==> config.mk <==
export PLATFORM = sky130hd
export DESIGN_NAME = i2c_eeprom_target
export DESIGN_NICKNAME = d
export VERILOG_FILES = /design/src/rtl/eeprom_tgt_pkg.sv /design/src/rtl/eeprom_tgt_sync.sv /design/src/rtl/eeprom_tgt_busmon.sv /design/src/rtl/i2c_eeprom_target.sv
export SDC_FILE = /design/constraint.sdc
export NUM_CORES = 1
export LEC_CHECK = 0
export CAP_MARGIN = 20
export CORE_ASPECT_RATIO = 1.2
export CORE_MARGIN = 2
export CORE_UTILIZATION = 30
export CTS_CLUSTER_SIZE = 25
export DETAILED_ROUTE_END_ITERATION = 10
export PLACE_DENSITY = 0.61
export SLEW_MARGIN = 20
export SYNTH_ARGS = -nofsm -noshare
export SYNTH_HDL_FRONTEND = slang
export SYNTH_SLANG_ARGS = --single-unit
==> constraint.sdc <==
create_clock -name clk -period 6.15 [get_ports clk]
set_clock_uncertainty 0.15 [all_clocks]
set_input_delay 1.845 -clock clk [delete_from_list [all_inputs] [get_ports clk]]
set_output_delay 1.845 -clock clk [all_outputs]
set_load 0.03 [all_outputs]
==> src/rtl/eeprom_tgt_pkg.sv <==
package eeprom_tgt_pkg;

    typedef enum logic [3:0] {
        ST_IDLE,
        ST_SEL,
        ST_SEL_ACK,
        ST_AHI,
        ST_AHI_ACK,
        ST_ALO,
        ST_ALO_ACK,
        ST_WDAT,
        ST_WDAT_ACK,
        ST_RDAT,
        ST_RDAT_ACK
    } state_e;

    // Fixed upper nibble of the select byte.
    localparam logic [3:0] SEL_PREFIX = 4'b1010;
    localparam int         STRAP_W    = 3;

endpackage

==> src/rtl/eeprom_tgt_sync.sv <==
module eeprom_tgt_sync #(
    parameter int WIDTH  = 2,
    parameter int STAGES = 2
) (
    input  logic             clk,
    input  logic             rst_n,
    input  logic [WIDTH-1:0] d_i,
    output logic [WIDTH-1:0] q_o
);

    // One shift chain per bit; both bus lines idle high.
    for (genvar b = 0; b < WIDTH; b++) begin : g_bit
        logic [STAGES-1:0] sr;

        always_ff @(posedge clk or negedge rst_n) begin
            if (!rst_n) begin
                sr <= '1;
            end else begin
                sr <= {sr[STAGES-2:0], d_i[b]};
            end
        end

        assign q_o[b] = sr[STAGES-1];
    end

endmodule

==> src/rtl/eeprom_tgt_busmon.sv <==
module eeprom_tgt_busmon (
    input  logic clk,
    input  logic rst_n,
    input  logic scl_i,
    input  logic sda_i,
    output logic scl_rise_o,
    output logic scl_fall_o,
    output logic start_o,
    output logic stop_o
);

    logic scl_q;
    logic sda_q;

    always_ff @(posedge clk or negedge rst_n) begin
        if (!rst_n) begin
            scl_q <= 1'b1;
            sda_q <= 1'b1;
        end else begin
            scl_q <= scl_i;
            sda_q <= sda_i;
        end
    end

    assign scl_rise_o = scl_i & ~scl_q;
    assign scl_fall_o = ~scl_i & scl_q;
    // SDA edges only count as conditions while SCL stays high on both samples.
    assign start_o    = scl_i & scl_q & sda_q & ~sda_i;
    assign stop_o     = scl_i & scl_q & ~sda_q & sda_i;

endmodule

==> src/rtl/i2c_eeprom_target.sv <==
module i2c_eeprom_target
    import eeprom_tgt_pkg::*;
#(
    parameter int ADDR_W      = 13,
    parameter int SYNC_STAGES = 2
) (
    input  logic              clk,
    input  logic              rst_n,
    input  logic              scl_i,
    input  logic              sda_i,
    input  logic [2:0]        strap_i,
    input  logic              busy_i,
    output logic              sda_oe_o,
    output logic [ADDR_W-1:0] rd_addr_o,
    input  logic [7:0]        rd_data_i,
    output logic              wr_stb_o,
    output logic [ADDR_W-1:0] wr_addr_o,
    output logic [7:0]        wr_data_o
);

    localparam int HI_W  = ADDR_W - 8;
    localparam int CNT_W = 4;
    localparam logic [CNT_W-1:0] BITS_PER_BYTE = CNT_W'(8);

    // ---------------- front end ----------------
    logic [1:0] synced;
    logic       scl_s;
    logic       sda_s;
    logic       scl_rise;
    logic       scl_fall;
    logic       start_c;
    logic       stop_c;

    eeprom_tgt_sync #(
        .WIDTH  (2),
        .STAGES (SYNC_STAGES)
    ) u_sync (
        .clk   (clk),
        .rst_n (rst_n),
        .d_i   ({scl_i, sda_i}),
        .q_o   (synced)
    );

    assign scl_s = synced[1];
    assign sda_s = synced[0];

    eeprom_tgt_busmon u_mon (
        .clk        (clk),
        .rst_n      (rst_n),
        .scl_i      (scl_s),
        .sda_i      (sda_s),
        .scl_rise_o (scl_rise),
        .scl_fall_o (scl_fall),
        .start_o    (start_c),
        .stop_o     (stop_c)
    );

    // ---------------- state and datapath ----------------
    state_e            st_q;
    state_e            st_d;
    logic [CNT_W-1:0]  cnt_q;
    logic [7:0]        sh_q;
    logic [HI_W-1:0]   ahi_q;
    logic [7:0]        tx_q;
    logic [ADDR_W-1:0] addr_q;
    logic              rw_q;
    logic              mack_q;
    logic              wr_stb_q;
    logic [ADDR_W-1:0] wr_addr_q;
    logic [7:0]        wr_data_q;

    logic byte_end;
    logic sel_hit;
    logic counting;
    logic ahi_take;
    logic alo_take;
    logic wdat_take;
    logic enter_rd;

    assign byte_end = scl_fall && (cnt_q == BITS_PER_BYTE);
    assign sel_hit  = (sh_q[7:1] == {SEL_PREFIX, strap_i});
    assign counting = (st_q == ST_SEL) || (st_q == ST_AHI) || (st_q == ST_ALO)
                   || (st_q == ST_WDAT) || (st_q == ST_RDAT);

    // Next-state logic; bus conditions win over everything.
    always_comb begin
        st_d = st_q;
        if (stop_c) begin
            st_d = ST_IDLE;
        end else if (start_c) begin
            st_d = ST_SEL;
        end else begin
            unique case (st_q)
                ST_IDLE:     st_d = ST_IDLE;
                ST_SEL:      if (byte_end) st_d = (sel_hit && !busy_i) ? ST_SEL_ACK : ST_IDLE;
                ST_SEL_ACK:  if (scl_fall) st_d = rw_q ? ST_RDAT : ST_AHI;
                ST_AHI:      if (byte_end) st_d = busy_i ? ST_IDLE : ST_AHI_ACK;
                ST_AHI_ACK:  if (scl_fall) st_d = ST_ALO;
                ST_ALO:      if (byte_end) st_d = busy_i ? ST_IDLE : ST_ALO_ACK;
                ST_ALO_ACK:  if (scl_fall) st_d = ST_WDAT;
                ST_WDAT:     if (byte_end) st_d = busy_i ? ST_IDLE : ST_WDAT_ACK;
                ST_WDAT_ACK: if (scl_fall) st_d = ST_WDAT;
                ST_RDAT:     if (byte_end) st_d = ST_RDAT_ACK;
                ST_RDAT_ACK: if (scl_fall) st_d = mack_q ? ST_RDAT : ST_IDLE;
                default:     st_d = ST_IDLE;
            endcase
        end
    end

    assign ahi_take  = (st_q == ST_AHI)  && (st_d == ST_AHI_ACK);
    assign alo_take  = (st_q == ST_ALO)  && (st_d == ST_ALO_ACK);
    assign wdat_take = (st_q == ST_WDAT) && (st_d == ST_WDAT_ACK);
    assign enter_rd  = (st_d == ST_RDAT) && (st_q != ST_RDAT);

    // State register
    always_ff @(posedge clk or negedge rst_n) begin
        if (!rst_n) begin
            st_q <= ST_IDLE;
        end else begin
            st_q <= st_d;
        end
    end

    // Datapath registers
    always_ff @(posedge clk or negedge rst_n) begin
        if (!rst_n) begin
            cnt_q     <= '0;
            sh_q      <= '0;
            ahi_q     <= '0;
            tx_q      <= '1;
            addr_q    <= '0;
            rw_q      <= 1'b0;
            mack_q    <= 1'b0;
            wr_stb_q  <= 1'b0;
            wr_addr_q <= '0;
            wr_data_q <= '0;
        end else begin
            wr_stb_q <= 1'b0;

            // bit counter and input shifter
            if (start_c || stop_c || byte_end) begin
                cnt_q <= '0;
            end else if (scl_rise && counting) begin
                sh_q  <= {sh_q[6:0], sda_s};
                cnt_q <= cnt_q + 1'b1;
            end

            if (scl_rise && (st_q == ST_RDAT_ACK)) begin
                mack_q <= ~sda_s;
            end

            if ((st_q == ST_SEL) && byte_end) begin
                rw_q <= sh_q[0];
            end

            if (ahi_take) begin
                ahi_q <= sh_q[HI_W-1:0];
            end

            // address counter: load, write step, read step
            if (alo_take) begin
                addr_q <= {ahi_q, sh_q};
            end else if (wdat_take) begin
                wr_stb_q  <= 1'b1;
                wr_addr_q <= addr_q;
                wr_data_q <= sh_q;
                addr_q    <= addr_q + 1'b1;
            end else if (enter_rd) begin
                addr_q <= addr_q + 1'b1;
            end

            // output shifter
            if (enter_rd) begin
                tx_q <= rd_data_i;
            end else if ((st_q == ST_RDAT) && scl_fall && !byte_end) begin
                tx_q <= {tx_q[6:0], 1'b1};
            end
        end
    end

    // ---------------- outputs ----------------
    always_comb begin
        unique case (st_q)
            ST_SEL_ACK, ST_AHI_ACK, ST_ALO_ACK, ST_WDAT_ACK: sda_oe_o = 1'b1;
            ST_RDAT:                                         sda_oe_o = ~tx_q[7];
            default:                                         sda_oe_o = 1'b0;
        endcase
        rd_addr_o = addr_q;
        wr_stb_o  = wr_stb_q;
        wr_addr_o = wr_addr_q;
        wr_data_o = wr_data_q;
    end

endmodule

### After elaboration in Yosys (flattened, before gate mapping)

Index checks and enable logic that the tools add are counted.

* register bits after elaboration: 72
* bits of input ports: 16
* output and inout bits: 36
* logic and storage cells: 102

* add/sub/neg operators: 2
* equal/unequal tests: 17
* mux-type cells: 28
* bitwise gates (word level): 14
* reduce and logical (&&, ||, !) cells: 26

Operators by type and width (number)
* two-way mux 4 bit: 16
* two-way mux 13 bit: 3
* one-hot mux 4 bit (9 select lines): 1
* equality test 4 x 3 -> 1 bit, second input constant: 6
* equality test 4 bit, second input constant: 6
* two-way mux 8 bit: 2
* adder 13 x 1 -> 13 bit, second input constant: 1
* logical AND 1 bit: 11
* equality test 4 x 2 -> 1 bit, second input constant: 2
* AND 1 bit: 7
* equality test 7 bit: 1
* inverter 1 bit: 7
* logical OR 1 bit: 6
* two-way mux 3 bit: 2
* adder 4 x 1 -> 4 bit, second input constant: 1
* equality test 4 x 1 -> 1 bit, second input constant: 1
* inequality test 4 bit, second input constant: 1
* AND reduction 2 bit: 2
* nonzero test 2 bit: 2
* OR reduction 4 bit: 1
* nonzero test 3 bit: 1
* logical NOT 1 bit: 2
* two-way mux 1 bit: 2
* two-way mux 2 bit: 1
* 2 further kinds: 2

### Longest topological paths before layout

Gate-level depths: netlist of the first run.

* depth in word-level cells: 12
* depth in mapped cells: 12
* depth with buffers taken out: 10

### By module

Synthesis of the first run repeated with hierarchy kept, for this count alone.

* cell total of the unflattened synthesis: 328
* area total of the unflattened synthesis: 3414.5 sq um

By module, submodules not included
* i2c_eeprom_target: instances 1, cells an instance 316, area each 3209.3 sq um, seq. area each 1661.6 sq um
* eeprom_tgt_sync: instances 1, cells an instance 6, area each 120.1 sq um, seq. area each 105.1 sq um
* eeprom_tgt_busmon: instances 1, cells an instance 6, area each 85.1 sq um, seq. area each 52.6 sq um

### Least setup slack after synthesis of the first run

OpenSTA, ideal clock, no wires.

* path type: in2reg
* start point: in busy_i
* end point: reg addr_q[9] (netlist: rd_addr_o[9])
* library setup time: 125 ps
* arrival time: 3728 ps
* data required time: 5875 ps
* setup slack: 2148 ps
* stages: 6
* path buffers: 0
* cell sequence: nor4_4 o2111a_1 a31oi_2 or4_1 xnor2_1 mux2_2

* word-level cells in the longest chain between the ends: 11

RTL lines
* start, declared: RTL line i2c_eeprom_target.sv:12 `input logic busy_i,`
* logical NOT 1 bit: RTL line i2c_eeprom_target.sv:95 `ST_SEL: if (byte_end) st_d = (sel_hit && !busy_i) ? ST_SEL_ACK : ST_IDLE;`
* logical AND 1 bit: RTL line i2c_eeprom_target.sv:95
* two-way mux 2 bit: RTL line i2c_eeprom_target.sv:95
* two-way mux 4 bit: RTL line i2c_eeprom_target.sv:95
* one-hot mux 4 bit (9 select lines) *: RTL line i2c_eeprom_target.sv:93 `unique case (st_q)`
* two-way mux 4 bit *: RTL line i2c_eeprom_target.sv:90 `end else if (start_c) begin`
* two-way mux 4 bit *: RTL line i2c_eeprom_target.sv:88 `if (stop_c) begin`
* equality test 4 bit: RTL line i2c_eeprom_target.sv:112 `assign wdat_take = (st_q == ST_WDAT) && (st_d == ST_WDAT_ACK);`
* logical AND 1 bit: RTL line i2c_eeprom_target.sv:112
* two-way mux 13 bit: RTL line i2c_eeprom_target.sv:163 `end else if (wdat_take) begin`
* two-way mux 13 bit: RTL line i2c_eeprom_target.sv:161 `if (alo_take) begin`
* end signal, assigned: RTL line i2c_eeprom_target.sv:162 `addr_q <= {ahi_q, sh_q};`
* end signal, assigned: RTL line i2c_eeprom_target.sv:167 `addr_q <= addr_q + 1'b1;`
* end signal, assigned: RTL line i2c_eeprom_target.sv:169 `addr_q <= addr_q + 1'b1;`
* end, declared: RTL line i2c_eeprom_target.sv:65 `logic [ADDR_W-1:0] addr_q;`

Every way passes the cells marked *; elsewhere a longest branch is shown, timed or not.
A chain may end at the register's enable or synchronous reset.

### Final worst setup path of the first run

* start point: in busy_i
* end point: reg addr_q[9] (netlist: rd_addr_o[9])

RTL lines
* two-way mux 3 bit, on equally long branches: RTL line i2c_eeprom_target.sv:99, i2c_eeprom_target.sv:97
* two-way mux 4 bit, on equally long branches: RTL line i2c_eeprom_target.sv:99, i2c_eeprom_target.sv:97
* one-hot mux 4 bit (9 select lines) *: RTL line i2c_eeprom_target.sv:93
* two-way mux 4 bit *: RTL line i2c_eeprom_target.sv:90
* two-way mux 4 bit *: RTL line i2c_eeprom_target.sv:88
* via st_d[2]: RTL line i2c_eeprom_target.sv:60 `state_e st_d;`
* equality test 4 bit: RTL line i2c_eeprom_target.sv:112
* logical AND 1 bit: RTL line i2c_eeprom_target.sv:112
* two-way mux 13 bit: RTL line i2c_eeprom_target.sv:163
* two-way mux 13 bit: RTL line i2c_eeprom_target.sv:161

Mark *: on every way through the listed nets, which the timed path passes. The rest lies on a longest branch.

==> results_dict.tcl, run 1 <==
set metrics [dict create \
    holdPathStages 0 \
    dr_total_vias 2410 \
    clk_pin_slew_ns 0.06 \
    status "finished clean" \
    drt_iter0_markers 92 \
    grt_pass1_wl_microns 12000 \
    fin_tns_setup_ns 0 \
    hold_path_class "flip-flop to flip-flop" \
    cts_buffers 9 \
    dr.pass1.iters 5 \
    ir_worst_vdd_uv 127 \
    grt_overflow 0 \
    start_util_pct 30.6 \
    design_area_sq_mm 0.00439 \
    postRouteAntennaNets 0 \
    place_hpwl_microns 5170 \
    crit_required_ns 6.21 \
    grt_usage_pct 12.9 \
    path_class "input pin to flip-flop" \
    synth-simple-area-share_pct 14.8 \
    synth_compound_area_share_pct 7.95 \
    clock_latency_ns 0.33 \
    ys_top_cells_by_area "dfrtp_1, mux2_2, dfstp_2" \
    synth_mux_area_share_pct 15.1 \
    root_buffer "clkbuf_16" \
    drc 0 \
    die_x_microns 101 \
    antenna_cells 0 \
    htree_levels 3 \
    reg2reg_slack_ns 2.78 \
    ys_warn_count 0 \
    ff2ff_path_depth 8 \
    cts_setup_buffers 0 \
    fp.dieH_microns 120 \
    synth_edf_count 0 \
    synth_fp_nets 317 \
    grt_antenna_before_repair 0 \
    synth-seq-area-share_pct 53.8 \
    fmax_mhz 236 \
    routed_wl_microns 7320 \
    maxSlewHeadroom_pct 52.5 \
    clockBufferDepth 2 \
    clock_sinks 72 \
    drive_gt1_share_pct 21.9 \
    slew_violations 0 \
    num_rows 42 \
    synth_largest_area_cell "dfrtp_1" \
    rsz0062_at_grt "false" \
    async_reset_ff_share_pct 100 \
    vias_per_cell 4.94 \
    synth_fa_ha_area_share_pct 1.11 \
    cp_data_arrival_time_ns 4.30 \
    synth_top_family_by_area "multiplexers" \
    p_leak_nw 1.88 \
    setup_violations 0 \
    synth_cells 298 \
    gp_congestion 0.814 \
    placed_cell_area_sq_mm 0.00403 \
    ctsHoldBuffers 0 \
    fin_hold_ws_ns 0.204 \
    grt_pass1_vias 2340 \
    finalNetCount 370 \
    synth_xor_area_share_pct 4.66 \
    die_area_sq_mm 0.0121 \
    synth-seq-cells 72 \
    startpoint_type "input pin" \
    power_w 0.00121 \
    avgSynthCellArea_sq_um 11.3 \
    coreArea_sq_mm 0.0110 \
    netlist.area_leader.share_pct 42.9 \
    tightest_slew_ns 0.706 \
    dp_cells 472 \
    instances_no_fill 488 \
    worstPathMaxFanout 13 \
    hold_viol 0 \
    cts_tree "built" \
    synth_area_sq_mm 0.00338 \
    power_density_mw_per_mm2 276 \
    ys.flop_type "dfrtp_1" \
    cts_resized 0 \
    timing.final.crit_period_ns 4.24 \
    endpoint_kind "flip-flop" \
    port_buffers 51 \
    areaGrowthSynthToFinish_pct 29.8 \
    pin_count 52 \
    avgRoutedWirePerCell_microns 15.0 \
    ys_types 42 \
    period_share_pct 69.0 \
    grt_max_degree 47 \
    cap_violations 0 \
]
[power by group]
part | internal (W) | switching (W)
sequential | 0.000491 | 0.0000277
combinational | 0.0000319 | 0.0000336
clock | 0.000438 | 0.000187
total | 0.000961 | 0.000248
[Yosys cell counts, drive strengths merged, types with 2 or more instances]
master / instances
mux2i: 5
buf: 2
inv: 10
dfstp: 14
dfrtp: 58
mux2: 41
and3: 5
nor2b: 7
a21oi: 4
nor3: 9
nor4: 7
a31oi: 2
o31ai: 4
xor2: 8
nand3: 8
ha: 3
a22oi: 7
o21ai: 18
nand2: 34
nand2b: 4
clkbuf: 10
and2: 2
nor2: 12
nand4: 2
xnor2: 10
[logic make-up after synthesis]
group	count (synthesis)
AOI/OAI and AO/OA	42
xor gates and xnor gates	18
adders and majority gates	3
buffers and inverters	22
DFF	72
muxes	46
and+or+nand+nor	95
[cell type report]
type | count | area [sq um]
Multi-Input combinational cell | 204 | 1480
Clock buffer | 11 | 233
Inverter | 10 | 37.5
Fill cell | 1052 | 6650
Clock inverter | 5 | 129
Sequential cell | 72 | 1820
Tap cell | 132 | 165
Timing Repair Buffer | 54 | 531
[worst max-delay path, cell delays in order]
cell	delay, ns
clkdlybuf4s50_1	0.53
nor4_2	0.71
a31oi_1	0.08
a21boi_0	0.25
nor4b_2	0.24
buf_4	0.27
mux2_2	0.37
[through the flow]
step | setup WS, ns | utilization (%)
after floorplan | 2.15 | -
after global placement | 1.61 | 36.5
after detailed placement | 1.57 | 36.5
after CTS | 1.90 | 39.8
after global routing | 1.72 | 39.8
final | 1.91 | 39.8
[sequential cells by signal, indices dropped and copies added (netlist names)]
register / count
u_mon.sda_q: 1
u_mon.scl_q: 1
tx_q: 8
st_q: 4
rd_addr_o: 13
wr_data_o: 8
rw_q: 1
mack_q: 1
u_sync.g_bit.sr: 4
cnt_q: 4
wr_stb_o: 1
ahi_q: 5
wr_addr_o: 13
sh_q: 8
[per-layer routing]
| metal | wire length [microns] | global-route usage, % | up-vias |
|---|---|---|---|
| met5 | 0 | 0 | - |
| met4 | 206 | 6.25 | 0 |
| met3 | 292 | 3.58 | 14 |
| met2 | 3580 | 19.8 | 39 |
| met1 | 3250 | 16.6 | 1197 |
| li1 | - | - | 1160 |
[final timing paths]
kind                                            start                     to
worst min register to register  u_sync.g_bit[1].sr[0]  u_sync.g_bit[1].sr[1]
worst min-delay path            u_sync.g_bit[1].sr[0]  u_sync.g_bit[1].sr[1]
worst max register to register            u_mon.scl_q           rd_addr_o[9]
max in group asynchronous                       rst_n          rd_addr_o[12]
worst max-delay path                           busy_i           rd_addr_o[9]
min in group asynchronous                       rst_n                sh_q[0]
[layout by cell type, fill, tap and decap left out, types with 2 or more instances in the layout]
master | Yosys | layout
ha_1 | 3 | 3
inv_1 | 10 | 10
nand2b_1 | 3 | 3
and3_1 | 5 | 5
mux2_2 | 41 | 41
a21oi_1 | 4 | 4
nand3_1 | 8 | 8
and2_1 | 2 | 2
dfstp_2 | 14 | 14
mux2i_1 | 5 | 5
nor4_1 | 5 | 5
dfrtp_1 | 58 | 58
clkbuf_16 | 0 | 9
clkbuf_1 | 10 | 2
o31ai_1 | 4 | 4
xor2_1 | 8 | 8
o21ai_0 | 18 | 18
bufinv_16 | 0 | 4
nand2_1 | 34 | 34
nor3_1 | 9 | 9
nor2_1 | 12 | 12
nand4_1 | 2 | 2
xnor2_1 | 10 | 10
clkdlybuf4s50_1 | 0 | 50
a22oi_1 | 7 | 7
nor2b_1 | 7 | 7
buf_4 | 1 | 4
No activity file was read; power rests on OpenSTA's default activity.
==> run 2, diff against run 1 <==
==> constraint.sdc (replaced) <==
create_clock -name clk -period 4.16 [get_ports clk]
set_clock_uncertainty 0.15 [all_clocks]
set_input_delay 1.248 -clock clk [delete_from_list [all_inputs] [get_ports clk]]
set_output_delay 1.248 -clock clk [all_outputs]
set_load 0.03 [all_outputs]
==> run 2 against run 1 <==
  * Critical path depth stayed put
  * Utilization decreased by 0.12 points
  * Sequential power increased by 48%
  * Routed wire length grew 0.57%
  * Register-to-register slack got worse by 1.8 ns
  * Sequential share of layout area is 0.13 points higher
==> results_dict.tcl, run 2 (synthesized netlist as in run 1, its figures left out) <==
set metrics [dict create \
    antenna_cells 0 \
    slowest_delay_ns 0.57 \
    hold_viol 0 \
    postRouteAntennaNets 0 \
    dp_cells 476 \
    nFillCells 1075 \
    place_hpwl_microns 5220 \
    startpoint_type "input pin" \
    design_area_sq_mm 0.00438 \
    dr_total_vias 2414 \
    path_class "input pin to flip-flop" \
    setup_slack_ns 0.692 \
    fin_tns_setup_ns 0 \
    instances_no_fill 492 \
    drc 0 \
    areaGrowthSynthToFinish_pct 29.4 \
    grt_pass1_vias 2444 \
    clock_sinks 72 \
    avgRoutedWirePerCell_microns 15.0 \
    crit_slowest_cell "or4_1" \
    setup_violations 0 \
    tightest_slew_ns 0.766 \
    hp-start "u_sync.g_bit[0].sr[0]" \
    gp_congestion 0.817 \
    coreArea_sq_mm 0.0110 \
    hold_path_class "flip-flop to flip-flop" \
    clk_pin_slew_ns 0.06 \
    dr.pass1.iters 4 \
    cts_tree "built" \
    maxSlewHeadroom_pct 48.9 \
    clock_latency_ns 0.33 \
    cap_violations 0 \
    worstPathMaxFanout 5 \
    ir_worst_vdd_uv 160 \
    path_cells "clkdlybuf4s50_1 > nor4_4 > o2111a_1 > a31oi_2 > or4_1 > xnor2_1 > mux2_2" \
    rsz0062_at_grt "false" \
    fp.dieH_microns 120 \
    placed_cell_area_sq_mm 0.00406 \
    cp_top_family "simple AND/OR/NAND/NOR gates" \
    start_util_pct 30.6 \
    fmax_mhz 288 \
    crit_buf_inv 1 \
    grt_overflow 0 \
    die_x_microns 101 \
    r2r_start "u_mon.scl_q" \
    clockBufferDepth 2 \
    grt_pass1_wl_microns 12400 \
    cts_setup_buffers 0 \
    die_area_sq_mm 0.0121 \
    crit_required_ns 4.23 \
    cp_data_arrival_time_ns 3.54 \
    grt_max_degree 36 \
    ctsHoldBuffers 0 \
    multi_input_area_sq_mm 0.00148 \
    drt_iter0_markers 69 \
    period_share_pct 83.4 \
    crit_start "busy_i" \
    vias_per_cell 4.91 \
    power_density_mw_per_mm2 380 \
    grt_usage_pct 13.2 \
    finalNetCount 374 \
    root_buffer "clkbuf_16" \
    final_common_cell "dfrtp_1" \
    reg2reg_slack_ns 0.96 \
    num_rows 42 \
    grt_antenna_before_repair 0 \
    cts_buffers 9 \
    routed_wl_microns 7370 \
    endpoint_kind "flip-flop" \
    layout_common_cells "dfrtp_1, clkdlybuf4s50_1, mux2_2" \
    port_buffers 51 \
    p_leak_nw 1.89 \
    slew_violations 0 \
    status "finished clean" \
    dp_slack_ns 0.352 \
    timing.final.crit_period_ns 3.47 \
    seq_area_sq_mm 0.00182 \
    drive_gt1_share_pct 23.3 \
    pin_count 52 \
    cts_resized 0 \
    htree_levels 3 \
]
==> run 2: changes by cell type in the layout (fill, tap and decap cells not counted), moves of 2 or more <==
cell	change
buf_4	+3
bufinv_16	-4
clkbuf_1	-2
clkbuf_16	+2
==> run 2: path summary, 6_finish.rpt <==
kind,to,cells after the start
worst max register to register,rd_addr_o[9],8
min in group asynchronous,sh_q[0],1
worst min register to register,u_sync.g_bit[0].sr[1],0
worst max-delay path,rd_addr_o[9],7
max in group asynchronous,wr_addr_o[7],2
worst min-delay path,u_sync.g_bit[0].sr[1],0
==> run 2: cell type report <==
type	instances	area share (%)
multi-input combinational	204	33.7
tap	132	3.77
sequential	72	41.6
timing repair buffer	58	12.8
clock buffer	12	6.61
inverter	10	0.858
clock inverter	4	0.715
==> run 2: metal layers <==
| metal | global-route usage [%] | wire [microns] | vias to the layer above |
|---|---|---|---|
| met4 | 5.66 | 133 | 0 |
| met2 | 20.7 | 3630 | 34 |
| met1 | 17.1 | 3360 | 1212 |
| met5 | 0 | 0 | - |
| met3 | 3.87 | 240 | 7 |
| li1 | - | - | 1161 |
==> run 2: power breakdown <==
part | leakage, nW | switching (W) | internal [W]
registers | 0.926 | 0.0000427 | 0.000726
logic | 0.802 | 0.0000487 | 0.0000473
clock network | 0.159 | 0.000304 | 0.000496
==> run 2: through the flow <==
stage / util (%) / hold WS, ns / power (W)
after floorplan: - / 0.195 / 0.000813
after global placement: 36.7 / 0.196 / 0.000876
after detailed placement: 36.7 / 0.197 / 0.000879
after CTS: 39.6 / 0.206 / 0.00168
after global routing: 39.6 / 0.209 / 0.00174
final: 39.6 / 0.205 / 0.00166
==> run 3, diff against run 2 <==
==> constraint.sdc (replaced) <==
create_clock -name clk -period 3.55 [get_ports clk]
set_clock_uncertainty 0.15 [all_clocks]
set_input_delay 1.065 -clock clk [delete_from_list [all_inputs] [get_ports clk]]
set_output_delay 1.065 -clock clk [all_outputs]
set_load 0.03 [all_outputs]
==> run 3 against run 2 <==
  * Sequential cell count stayed put
  * Sequential power up 17%
  * Via count up 2.8%
  * Count of clock-buffer cells in the layout shrank 3
  * Cell count is 0.20% higher
  * Routed wire length grew 2.3%
  * Combinational power up 19%
  * First-iteration DRC count up 120%
  * Setup slack worse by 0.34 ns
  * Final area up 0.26%
  * Critical path type is now flip-flop to output port
==> results_dict.tcl, run 3 (synthesized netlist as in run 1, its figures left out) <==
set metrics [dict create \
    die_area_sq_mm 0.0121 \
    path_class "flip-flop to output port" \
    crit_slowest_cell "clkdlybuf4s50_1" \
    setup_violations 0 \
    hold_path_class "flip-flop to flip-flop" \
    routed_wl_microns 7530 \
    p_leak_nw 1.89 \
    grt_pass1_wl_microns 12600 \
    grt_antenna_before_repair 0 \
    dr_total_vias 2481 \
    crit_required_ns 2.33 \
    clock_sinks 72 \
    fmax_mhz 312 \
    areaGrowthSynthToFinish_pct 29.7 \
    cp_data_arrival_time_ns 1.99 \
    htree_levels 3 \
    power_density_mw_per_mm2 446 \
    coreArea_sq_mm 0.0110 \
    postRouteAntennaNets 0 \
    grt_usage_pct 13.4 \
    startpoint_type "flip-flop" \
    ctsHoldBuffers 0 \
    layout_common_cells "dfrtp_1, clkdlybuf4s50_1, mux2_2" \
    avgRoutedWirePerCell_microns 15.3 \
    num_rows 42 \
    clock_latency_ns 0.33 \
    final_common_cell "dfrtp_1" \
    ir_worst_vdd_uv 215 \
    grt_pass1_vias 2505 \
    slew_violations 0 \
    fin_hold_ws_ns 0.205 \
    clockBufferDepth 2 \
    fp.dieH_microns 120 \
    cts_setup_buffers 0 \
    dr.pass1.iters 4 \
    die_x_microns 101 \
    tightest_slew_ns 0.636 \
    slowest_delay_ns 0.71 \
    finalNetCount 375 \
    rsz0062_at_grt "false" \
    cts_tree "built" \
    port_buffers 51 \
    final_util_pct 39.8 \
    gp_congestion 0.808 \
    cap_violations 0 \
    pin_count 52 \
    setup_slack_ns 0.348 \
    timing.final.crit_period_ns 3.20 \
    vias_per_cell 5.03 \
    start_util_pct 30.6 \
    cts_resized 0 \
    path_cells "nor2_1 > o31ai_1 > clkdlybuf4s50_1" \
    drc 0 \
    root_buffer "clkbuf_16" \
    cts_buffers 9 \
    place_hpwl_microns 5160 \
    antenna_cells 0 \
    drive_gt1_share_pct 23.3 \
    fin_tns_setup_ns 0 \
    maxSlewHeadroom_pct 57.6 \
    worstPathMaxFanout 15 \
    clk_pin_slew_ns 0.06 \
    period_share_pct 90.2 \
    endpoint_kind "output port" \
    drt_iter0_markers 152 \
    hold_viol 0 \
    dp_slack_ns 0.0761 \
    grt_max_degree 73 \
    grt_overflow 0 \
    status "finished clean" \
]
run 3: changes by cell type in the layout (fill, tap and decap cells not counted), sizes merged:
| cell | change |
|---|---|
| buf | +1 |
| clkinv | +1 |
| inv | -1 |
| clkbuf | -3 |
| bufinv | +2 |
| clkinvlp | +1 |
run 3: final timing paths:
path | startpoint | to | slack, ns | depth (start not counted)
setup / recovery | st_q[2] | sda_oe_o | 0.35 | 3
hold / removal | u_sync.g_bit[0].sr[0] | u_sync.g_bit[0].sr[1] | 0.20 | 0
setup reg to reg | u_mon.scl_q | rd_addr_o[9] | 0.43 | 8
hold reg to reg | u_sync.g_bit[0].sr[0] | u_sync.g_bit[0].sr[1] | 0.20 | 0
max in group asynchronous | rst_n | u_mon.sda_q | 2.32 | 2
min in group asynchronous | rst_n | mack_q | 0.61 | 2
run 3: cell type report:
type,count,area [sq um]
fill,1071,6650
sequential,72,1820
multi-input combinational,204,1480
timing repair buffer,59,578
clock buffer,9,225
tap,132,165
clock inverter,7,86.3
inverter,10,37.5
run 3: per-stage QoR:
step | cells | instance area (sq um) | power, W
3_5_place_dp | 477 | 4080 | 0.00103
3_3_place_gp | 477 | 4080 | 0.00103
2_1_floorplan | 298 | 3380 | 0.000952
6_report | 493 | 4390 | 0.00195
4_1_cts | 493 | 4390 | 0.00198
5_1_grt | 493 | 4390 | 0.00202
run 3: where the power goes:
| part | total, W | internal [W] | switching [W] |
|---|---|---|---|
| logic | 0.000114 | 0.0000570 | 0.0000573 |
| clock network | 0.000941 | 0.000608 | 0.000333 |
| registers | 0.000899 | 0.000851 | 0.0000485 |
run 3: critical path: cells and delay by family, from the launching register on:
| kind | cells | cell delay [ns] |
|---|---|---|
| AOI/OAI and AO/OA | 1 | 0.23 |
| and+or+nand+nor | 1 | 0.11 |
| buffers and inverters | 1 | 0.71 |
| DFF | 1 | 0.60 |
run 3: layer usage:
| metal | global-route usage, % | up-vias | part of all wire, % |
|---|---|---|---|
| li1 | - | 1173 | - |
| met1 | 16.7 | 1232 | 43 |
| met2 | 21.5 | 59 | 50 |
| met3 | 3.58 | 17 | 4.9 |
| met4 | 6.59 | 0 | 2.3 |
| met5 | 0 | - | 0 |
